**config.mk**
```make
export PLATFORM = sky130hd
export DESIGN_NAME = fma_special_front
export DESIGN_NICKNAME = d
export VERILOG_FILES = /design/src/rtl/fma_sp_pkg.sv /design/src/rtl/fma_sp_classify.sv /design/src/rtl/fma_sp_nan_pick.sv /design/src/rtl/fma_sp_resolve.sv /design/src/rtl/fma_special_front.sv
export SDC_FILE = /design/constraint.sdc
export NUM_CORES = 1
export LEC_CHECK = 0
export BUFFER_PORTS_ARGS = -buffer_cell sky130_fd_sc_hd__buf_2
export CAP_MARGIN = 10
export CELL_PAD_IN_SITES_DETAIL_PLACEMENT = 0
export CELL_PAD_IN_SITES_GLOBAL_PLACEMENT = 1
export CORE_ASPECT_RATIO = 1.25
export CORE_MARGIN = 5
export CORE_UTILIZATION = 33
export CTS_BUF_LIST = sky130_fd_sc_hd__clkbuf_4
export CTS_CLUSTER_SIZE = 16
export DETAILED_ROUTE_END_ITERATION = 8
export MAX_ROUTING_LAYER = met4
export PLACE_DENSITY_LB_ADDON = 0.1
export REMOVE_ABC_BUFFERS = 1
export SLEW_MARGIN = 40
export SYNTH_ARGS = -nofsm -noshare
export SYNTH_HDL_FRONTEND = slang
export SYNTH_SLANG_ARGS = --single-unit
```
**constraint.sdc**
```tcl
create_clock -name clk -period 0.8 [get_ports clk]
set_clock_uncertainty 0.15 [all_clocks]
set_input_delay 0.04 -clock clk [delete_from_list [all_inputs] [get_ports clk]]
set_output_delay 0.04 -clock clk [all_outputs]
set_load 0.01 [all_outputs]
```
**src/rtl/fma_sp_pkg.sv**
```systemverilog
package fma_sp_pkg;
  localparam int FP_EW = 11;
  localparam int FP_MW = 52;
  localparam int FP_W  = 1 + FP_EW + FP_MW;
  localparam int NOPS  = 3;

  localparam logic [1:0] RM_DOWN = 2'b11;

  typedef enum logic [2:0] {
    CL_ZERO, CL_NORM, CL_SUBN, CL_INF, CL_QNAN, CL_SNAN
  } fp_class_e;

  typedef struct packed {
    logic              valid;
    logic [FP_W-1:0]   res;
    logic              inv;
    logic              psign;
    logic              asign;
  } byp_t;

  function automatic logic [FP_W-1:0] make_inf(input logic s);
    return {s, {FP_EW{1'b1}}, {FP_MW{1'b0}}};
  endfunction

  function automatic logic [FP_W-1:0] make_zero(input logic s);
    return {s, {(FP_W-1){1'b0}}};
  endfunction

  function automatic logic [FP_W-1:0] default_nan();
    return {1'b0, {FP_EW{1'b1}}, 1'b1, {(FP_MW-1){1'b0}}};
  endfunction
endpackage

```
**src/rtl/fma_sp_classify.sv**
```systemverilog
module fma_sp_classify
  import fma_sp_pkg::*;
#(
  parameter int EW = FP_EW,
  parameter int MW = FP_MW
) (
  input  logic [EW+MW:0] operand,
  output fp_class_e      cls
);
  logic [EW-1:0] expo;
  logic [MW-1:0] mant;

  assign expo = operand[EW+MW-1:MW];
  assign mant = operand[MW-1:0];

  always_comb begin
    if (expo == {EW{1'b1}}) begin
      if (mant == '0)          cls = CL_INF;
      else if (mant[MW-1])     cls = CL_QNAN;
      else                     cls = CL_SNAN;
    end else if (expo == '0) begin
      cls = (mant == '0) ? CL_ZERO : CL_SUBN;
    end else begin
      cls = CL_NORM;
    end
  end

  // the sign bit is not needed for classification
  logic unused_sign;
  assign unused_sign = operand[EW+MW];
endmodule

```
**src/rtl/fma_sp_nan_pick.sv**
```systemverilog
module fma_sp_nan_pick
  import fma_sp_pkg::*;
#(
  parameter int W  = FP_W,
  parameter int MW = FP_MW,
  parameter int N  = NOPS
) (
  input  logic [N-1:0][W-1:0] ops,
  input  fp_class_e           cls [N],
  output logic                hit,
  output logic                sig,
  output logic [W-1:0]        value
);
  logic         hit_s, hit_q;
  logic [W-1:0] val_s, val_q;

  always_comb begin
    hit_s = 1'b0;
    hit_q = 1'b0;
    val_s = '0;
    val_q = '0;
    // walk from the lowest priority up so the lowest index wins
    for (int i = N - 1; i >= 0; i--) begin
      if (cls[i] == CL_SNAN) begin
        hit_s = 1'b1;
        val_s = ops[i] | (W'(1) << (MW - 1));
      end
      if (cls[i] == CL_QNAN) begin
        hit_q = 1'b1;
        val_q = ops[i];
      end
    end
    hit   = hit_s | hit_q;
    sig   = hit_s;
    value = hit_s ? val_s : val_q;
  end
endmodule

```
**src/rtl/fma_sp_resolve.sv**
```systemverilog
module fma_sp_resolve
  import fma_sp_pkg::*;
#(
  parameter int W = FP_W
) (
  input  fp_class_e    cz,
  input  fp_class_e    cx,
  input  fp_class_e    cy,
  input  logic [W-1:0] z_val,
  input  logic         psign,
  input  logic         asign,
  input  logic [1:0]   rnd_mode,
  input  logic         nan_hit,
  input  logic         nan_sig,
  input  logic [W-1:0] nan_val,
  output byp_t         nxt
);
  logic x_inf, y_inf, x_zero, y_zero, z_inf, z_zero;

  assign x_inf  = (cx == CL_INF);
  assign y_inf  = (cy == CL_INF);
  assign x_zero = (cx == CL_ZERO);
  assign y_zero = (cy == CL_ZERO);
  assign z_inf  = (cz == CL_INF);
  assign z_zero = (cz == CL_ZERO);

  always_comb begin
    nxt       = '0;
    nxt.psign = psign;
    nxt.asign = asign;
    if (nan_hit) begin
      nxt.valid = 1'b1;
      nxt.res   = nan_val;
      nxt.inv   = nan_sig;
    end else if ((x_inf && y_zero) || (x_zero && y_inf)) begin
      nxt.valid = 1'b1;
      nxt.res   = default_nan();
      nxt.inv   = 1'b1;
    end else if (x_inf || y_inf) begin
      nxt.valid = 1'b1;
      if (z_inf && (asign != psign)) begin
        nxt.res = default_nan();
        nxt.inv = 1'b1;
      end else begin
        nxt.res = make_inf(psign);
      end
    end else if (x_zero || y_zero) begin
      nxt.valid = 1'b1;
      if (z_inf)
        nxt.res = make_inf(asign);
      else if (z_zero)
        nxt.res = make_zero((asign == psign) ? asign : (rnd_mode == RM_DOWN));
      else
        nxt.res = {asign, z_val[W-2:0]};
    end else if (z_inf) begin
      nxt.valid = 1'b1;
      nxt.res   = make_inf(asign);
    end
  end
endmodule

```
**src/rtl/fma_special_front.sv**
```systemverilog
module fma_special_front
  import fma_sp_pkg::*;
(
  input  logic            clk,
  input  logic            rst_n,
  input  logic [FP_W-1:0] op_z,
  input  logic [FP_W-1:0] op_x,
  input  logic [FP_W-1:0] op_y,
  input  logic            neg_prod,
  input  logic            neg_add,
  input  logic [1:0]      rnd_mode,
  output logic            byp_valid,
  output logic [FP_W-1:0] byp_result,
  output logic            byp_invalid,
  output logic            prod_sign,
  output logic            add_sign
);
  localparam int IDX_Z = 0;
  localparam int IDX_X = 1;
  localparam int IDX_Y = 2;

  logic [NOPS-1:0][FP_W-1:0] ops;
  fp_class_e                 cls [NOPS];
  logic                      nan_hit, nan_sig;
  logic [FP_W-1:0]           nan_val;
  logic                      ps_eff, as_eff;
  byp_t                      nxt, cur;

  assign ops[IDX_Z] = op_z;
  assign ops[IDX_X] = op_x;
  assign ops[IDX_Y] = op_y;

  for (genvar i = 0; i < NOPS; i++) begin : g_cls
    fma_sp_classify #(.EW(FP_EW), .MW(FP_MW)) u_cls (
      .operand (ops[i]),
      .cls     (cls[i])
    );
  end

  fma_sp_nan_pick #(.W(FP_W), .MW(FP_MW), .N(NOPS)) u_nan (
    .ops   (ops),
    .cls   (cls),
    .hit   (nan_hit),
    .sig   (nan_sig),
    .value (nan_val)
  );

  assign ps_eff = op_x[FP_W-1] ^ op_y[FP_W-1] ^ neg_prod;
  assign as_eff = op_z[FP_W-1] ^ neg_add;

  fma_sp_resolve #(.W(FP_W)) u_res (
    .cz       (cls[IDX_Z]),
    .cx       (cls[IDX_X]),
    .cy       (cls[IDX_Y]),
    .z_val    (op_z),
    .psign    (ps_eff),
    .asign    (as_eff),
    .rnd_mode (rnd_mode),
    .nan_hit  (nan_hit),
    .nan_sig  (nan_sig),
    .nan_val  (nan_val),
    .nxt      (nxt)
  );

  always_ff @(posedge clk or negedge rst_n) begin
    if (!rst_n) cur <= '0;
    else        cur <= nxt;
  end

  assign byp_valid   = cur.valid;
  assign byp_result  = cur.res;
  assign byp_invalid = cur.inv;
  assign prod_sign   = cur.psign;
  assign add_sign    = cur.asign;
endmodule

```
Word-level counts from Yosys, hierarchy flattened
Index checks and enable logic that the tools add are counted.

Output and inout bits: 68. Input port bits: 198. Logic and storage cells: 78. Bits in registers: 68.

Bitwise logic cells: 4. Reduce and logical (&&, ||, !) cells: 15. Muxes and demuxes: 39. Equal/unequal tests: 15.

Operators with widths (number): $mux W64 (10); $mux W65 (3); $logic_not A52 Y1 (3); $mux W66 (2); $eq A11 B11 Y1 const B (3); $logic_not A11 Y1 (3); $mux W3 (9); $eq A3 B3 Y1 const B (6); $mux W1 (12); $eq A3 B2 Y1 const B (3); $logic_not A3 Y1 (3); $mux W2 (3); $logic_and A1 B1 Y1 (3); $logic_or A1 B1 Y1 (3); $xor A1 B1 Y1 (3); $eq A2 B2 Y1 const B (1); $eq A1 B1 Y1 (1); $ne A1 B1 Y1 (1); $or A1 B1 Y1 (1).

Longest topological paths before layout
Gate-level depths: netlist of the first run.

Word-level depth: 11. Depth in mapped cells: 10. Depth with buffers taken out: 7.

Cells and area by module
Synthesis of the first run repeated with hierarchy kept, for this count alone.

Cell total of the unflattened synthesis: 682. Area, all modules: 6079.6 um^2.

By module, submodules not included: fma_sp_nan_pick (cells each 385, area an instance 2716.4 um^2, times used 1); fma_special_front (cells each 70, area an instance 1734.2 um^2, times used 1); fma_sp_resolve (cells each 137, area an instance 972.2 um^2, times used 1); fma_sp_classify (cells each 30, area an instance 219.0 um^2, times used 3).

Least setup slack after synthesis of the first run
Ideal clock, no wire load.

Path kind: in2reg. From: in op_z[23]. To: reg cur, in the netlist byp_result[39]. Stages: 9. Slack: -1.398 ns. Required time: 0.524 ns. Buffers on the path: 2. Arrival: 1.922 ns. Library setup time: 0.126 ns. Cell sequence: nor4_1 -> nand4_1 -> nor4_4 -> nor3_2 -> nor3b_4 -> buf_6 -> buf_12 -> nor3_2 -> a221o_1.

RTL lines: start: declaration (RTL line fma_special_front.sv:6) `input logic [FP_W-1:0] op_z,`; end signal: assignment (RTL line fma_special_front.sv:67) `else cur <= nxt;`; end: declaration (RTL line fma_special_front.sv:27) `byp_t nxt, cur;`.

==> reports/qor.csv, run 1 <==
metric,value,unit
outcome,"complete, but fails checks",
violations,"hold timing, setup timing",
worst_setup_path_end_kind,flip-flop,
die_w,123.6,µm
gr-usage-met1,0.3651,
cp.arrival,2.26,ns
finalCritPeriodShare,2.583,
synth_common_cells,"nand2_1, dfrtp_1, nor2_1, o21ai_0, a22oi_1",
die_y,152.0,µm
rows,52,
wl_per_cell,20.90,µm
power,7.899,mW
cts_buffers,9,
slew_viol_final,0,
worst_pin_slew,0.6382,ns
whs,-0.2560,ns
antenna_found_initial,3,
netlist_area,5326,µm²
drc,0,
required,1.00,ns
synth.distinct_cells,52,
final.fill_count,1443,
grt_max_degree,49,
maxCapViolCount,0,
vias,7907,
drt_iter0_drc,746,
clockBufferDepth,2,
numPortBuffers,265,
period_minus_slack,2.066,ns
ys_seq_elements,68,
vdd_ir_drop_max,0.6839,mV
vias_per_cell,5.797,
cp_slowest_stage_delay,0.37,ns
met3_usage,0.05987,
core-area,16010,µm²
holdCritStartpoint,op_z[39],
yosysTopAreaCell,dfrtp_1,
power.density,805.3,nW/µm²
nNetsFinal,1337,
critical_path.max_fanout,7,
holdPathEnd,byp_result[39],
tritoncts,yes,
post-route-util,0.6129,
ios,266,
areaGrowthSynthToFinish,84.17,%
crit_slowest_cell,nor4_4,
async_flop_share,1.000,
rsz0062_at_grt,yes,
worstHoldPathType,input port to flip-flop,
ys_warn_count,0,
grt_pass1_vias,8231,
tns,-101.43,ns
max_slew_margin,0.5745,
met2_usage,0.4816,
hold_path_depth,2,
max_freq,0.4840,GHz
clkSinkCount,68,
cts_root_buffer,clkbuf_4,
synth_edf_count,0,
cts.reportedPaths.clkPinSlew,0.15,ns
final_antenna_net_count,0,
synth.most_common_cell,nand2_1,
drive_gt1_frac,0.5323,
initial_core_util,0.3328,
hpwl,19220,µm
fin_ws,-1.266,ns
path_common_cell,nor4_4,
syn_avg_cell_area,8.107,µm²
die-area,18800,µm²
grt_pass1_wl,43590,µm
synth_area_leaders,"dfrtp_1, a221o_1, a221oi_1",
grt-ovfl-total,0,
crit_chain,buf_8 -> nor4_4 -> buf_4 -> nand4_1 -> nor4_4 -> nand2b_2 -> nor3b_4 -> buf_6 -> buf_12 -> buf_16 -> nor3_1 -> a221o_1,
ys.flop_type,dfrtp_1,
hold_viol_final,122,
firstDrtPassIters,5,
yosys.area.top_type_share,0.3195,
grt.total_usage,0.3026,
finalSetupViolCount,134,
startpoint_type,input port,
finalWirelength,28500,µm
crit_type,input port to flip-flop,
gp_congestion,0.9379,
yosysSeqAreaShare,0.3195,
syn_inst,657,
p_leak,4.628,nW
grt_busiest_layer,met2,
h-tree-depth,3,
## routing by layer
metal | wire length (µm) | vias up
li1 | - | 3620
met1 | 10890 | 3775
met2 | 13990 | 422
met3 | 2218 | 90
met4 | 1404 | 0
met5 | 0 | -
## power breakdown
group	switching, mW	total [mW]	leakage, nW	internal (mW)
Clock	1.58	2.26	0.0596	0.673
Sequential	0.00420	3.46	0.946	3.45
Combinational	1.00	2.18	3.62	1.18
## worst max-delay path, delay by kind of cell
kind	cells	cell delay [ns]
and+or+nand+nor	6	1.25
AOI/OAI and AO/OA	1	0.27
buffers and inverters	5	0.69
## timing repair
action,in CTS,in global routing
gates cloned,13,0
hold buffers,14,2
setup buffers,11,3
setup endpoints to repair,134,134
gates resized for setup,112,32
pin swaps,29,6
hold endpoints to repair,134,123
## how the worst max path moves through the flow
stage | from | endpoint | cells after the start
global placement | op_y[1] | byp_result[19] | 10
detailed placement | op_y[1] | byp_result[8] | 10
CTS | op_y[9] | byp_result[30] | 13
floorplan | op_x[0] | byp_result[0] | 7
global route | op_x[20] | byp_result[8] | 11
finish | op_x[11] | byp_result[33] | 12
## cells in the final DEF, fill, tap and decap left out, types with 3 or more instances in the layout
cell type	synthesis	layout
diode_2	0	4
buf_12	1	13
o21ai_1	7	5
nand3_1	8	5
buf_6	4	30
nand2b_1	6	4
dlygate4sd3_1	0	16
a21oi_1	4	4
clkbuf_4	0	9
nor4_1	47	20
nor3_2	11	8
nand2_1	87	84
buf_16	0	4
nand3_2	0	3
buf_2	25	244
nor3_4	0	3
a221o_1	48	48
a22oi_1	49	48
nor2_1	55	54
nor4_4	2	21
and2_4	1	8
buf_8	0	4
a221oi_1	48	46
o21bai_1	3	3
nor3_1	43	43
inv_1	3	3
o21ai_0	52	51
clkinvlp_4	0	3
nand4_1	15	15
dfrtp_1	68	68
nand2_2	0	3
nor4_2	2	10
inv_6	0	3
buf_4	0	215
## cell type report
| type | instances | area [µm²] | area share |
|---|---|---|---|
| Antenna cell | 4 | 10.01 | 0.001020 |
| Clock buffer | 9 | 67.56 | 0.006888 |
| Clock inverter | 7 | 57.56 | 0.005867 |
| Inverter | 4 | 15.01 | 0.001531 |
| Multi-Input combinational cell | 529 | 3891 | 0.3967 |
| Sequential cell | 68 | 1702 | 0.1735 |
| Tap cell | 216 | 270.3 | 0.02755 |
| Timing Repair Buffer | 527 | 3796 | 0.3870 |
## cells by family (layout without fill, tap and decap cells)
| logic type | Yosys count | count (layout) | synth area share |
|---|---|---|---|
| flops | 68 | 68 | 0.3195 |
| buf+inv | 68 | 547 | 0.06248 |
| compound gates | 227 | 228 | 0.3272 |
| simple gates | 291 | 298 | 0.2831 |
| xor+xnor | 3 | 3 | 0.007752 |
| other cells | 0 | 4 | 0 |
## stage by stage
step	cell area (µm²)	instances	hold WS (ns)	setup slack, ns
finish	9809	1364	-0.2560	-1.266
global route	9807	1363	-0.2938	-1.319
CTS	9603	1355	-0.2856	-1.201
detailed placement	8474	1303	-0.1193	-2.259
global placement	8474	1303	-0.1224	-2.205
floorplan	5009	593	-0.4056	-3.439
## registers in the layout, indices dropped and copies added (netlist names)
name	cells
byp_result	64
byp_valid	1
byp_invalid	1
add_sign	1
prod_sign	1
Note: power is estimated with default switching activity, not from simulation.
==> run 2, diff against run 1 <==
--- a/config.mk
+++ b/config.mk
@@ -5,7 +5,7 @@
 export SDC_FILE = /design/constraint.sdc
 export NUM_CORES = 1
 export LEC_CHECK = 0
-export BUFFER_PORTS_ARGS = -buffer_cell sky130_fd_sc_hd__buf_2
+export BUFFER_PORTS_ARGS = -buffer_cell sky130_fd_sc_hd__buf_4
 export CAP_MARGIN = 10
 export CELL_PAD_IN_SITES_DETAIL_PLACEMENT = 0
 export CELL_PAD_IN_SITES_GLOBAL_PLACEMENT = 1
@@ -15,6 +15,7 @@
 export CTS_BUF_LIST = sky130_fd_sc_hd__clkbuf_4
 export CTS_CLUSTER_SIZE = 16
 export DETAILED_ROUTE_END_ITERATION = 8
+export GPL_ROUTABILITY_DRIVEN = 0
 export MAX_ROUTING_LAYER = met4
 export PLACE_DENSITY_LB_ADDON = 0.1
 export REMOVE_ABC_BUFFERS = 1
==> run 2 against run 1 <==
The run still ends with hold timing, setup timing left; worst hold slack lost 0.045 ns; wire length increased by 1.2%; setup slack got worse by 0.12 ns; utilization is 6.5 points higher; power rose by 7.7%; first-iteration DRC count grew 13%; maximum frequency decreased by 5.6%; clock-buffer cell count is the same; largest power group unchanged.
==> reports/qor.csv, run 2 (same netlist as run 1, synthesis figures left out) <==
metric,value,unit
h-tree-depth,3,
slew_viol_final,0,
cts_hold_buf,17,
die_w,123.6,µm
startpoint_type,input port,
dp_slack,-2.181,ns
hpwl,19670,µm
grt_pass1_wl,42990,µm
tritoncts,yes,
drive_gt1_frac,0.5714,
grt_pass1_vias,8346,
wl_per_cell,21.47,µm
die_y,152.0,µm
dp.cells,1294,
die-area,18800,µm²
max_slew_margin,0.6208,
vias,7924,
finalCritPeriodShare,2.735,
place_area,9155,µm²
max_freq,0.4571,GHz
cts_buffers,9,
violations,"hold timing, setup timing",
cp.arrival,2.41,ns
areaGrowthSynthToFinish,103.7,%
worstHoldPathType,input port to flip-flop,
maxCapViolCount,0,
finalSetupViolCount,134,
holdCritStartpoint,op_z[6],
firstDrtPassIters,5,
worst_setup_path_end_kind,flip-flop,
finalWirelength,28860,µm
seqCellArea,1702,µm²
final.fill_count,1293,
rows,52,
drc,0,
largest_reg_flops,64,
ios,266,
vias_per_cell,5.896,
clkSinkCount,68,
finalNonFillerCells,1344,
worst_pin_slew,0.5688,ns
whs,-0.3013,ns
final_cell_mix,"buf_4, buf_6, nand2_1, dfrtp_1, nor2_1",
power.density,784.1,nW/µm²
grt-ovfl-total,0,
layout_commonest_cell,buf_4,
outcome,"complete, but fails checks",
post-route-util,0.6780,
antenna_found_initial,1,
cts.reportedPaths.clkPinSlew,0.14,ns
p_leak,4.862,nW
drt_iter0_drc,846,
initial_core_util,0.3328,
rsz0062_at_grt,yes,
final_area,10850,µm²
multiInputGateArea,4121,µm²
nNetsFinal,1320,
grt_max_degree,49,
critical_path.max_fanout,20,
fin_ws,-1.388,ns
power,8.509,mW
vdd_ir_drop_max,0.7080,mV
holdPathEnd,byp_result[6],
tns,-97.93,ns
hold_path_depth,2,
core-area,16010,µm²
required,1.02,ns
cts_root_buffer,clkbuf_4,
crit_type,input port to flip-flop,
hold_viol_final,123,
final_antenna_net_count,0,
grt.total_usage,0.2970,
numPortBuffers,265,
period_minus_slack,2.188,ns
clockBufferDepth,2,
==> run 2: how the worst max path moves through the flow <==
stage	startpoint	end	depth (start not counted)	slack [ns]
floorplan	op_x[0]	byp_result[0]	7	-3.44
global placement	op_x[1]	byp_result[47]	11	-2.19
detailed placement	op_x[1]	byp_result[3]	10	-2.18
CTS	op_z[17]	byp_result[42]	13	-1.19
global route	op_z[17]	byp_result[2]	11	-1.39
finish	op_z[17]	byp_result[2]	11	-1.39
==> run 2: layout make-up <==
cell class | instances | share of cell area
inverters | 4 | 0.001384
flip-flops and latches | 68 | 0.1568
clock inverters | 7 | 0.006803
multi-input cells | 521 | 0.3798
clock buffers | 9 | 0.006226
diodes | 1 | 0.0002306
repair buffers | 518 | 0.4238
well taps | 216 | 0.02490
==> run 2: metal layers <==
layer,wire length [µm],share of wire,up-vias,track usage
met1,10420,0.36,3835,0.3360
met4,1147,0.040,0,0.1240
met5,0,0,-,-
li1,-,-,3554,-
met2,14870,0.52,449,0.5040
met3,2425,0.084,86,0.05764
==> run 2: report_power, final <==
group / total, mW / internal, mW / switching [mW]
clock: 2.53 / 0.974 / 1.56
sequential: 3.46 / 3.45 / 0.00898
combinational: 2.52 / 1.46 / 1.06
==> run 2: worst max-delay path, stage by stage <==
cell      delay, ns
buf_8          0.10
nor4_4         0.35
buf_4          0.17
nand4_1        0.13
nor4_4         0.25
buf_4          0.19
nor3_4         0.06
buf_4          0.24
a221oi_1       0.49
nor3_2         0.07
a221o_1        0.28
==> run 2: what timing repair did <==
action	in CTS	in global routing
resized for setup	140	99
cloned	6	2
endpoints found under the hold margin	134	123
setup endpoints to repair	134	134
setup buffers	10	4
pin swaps	25	45
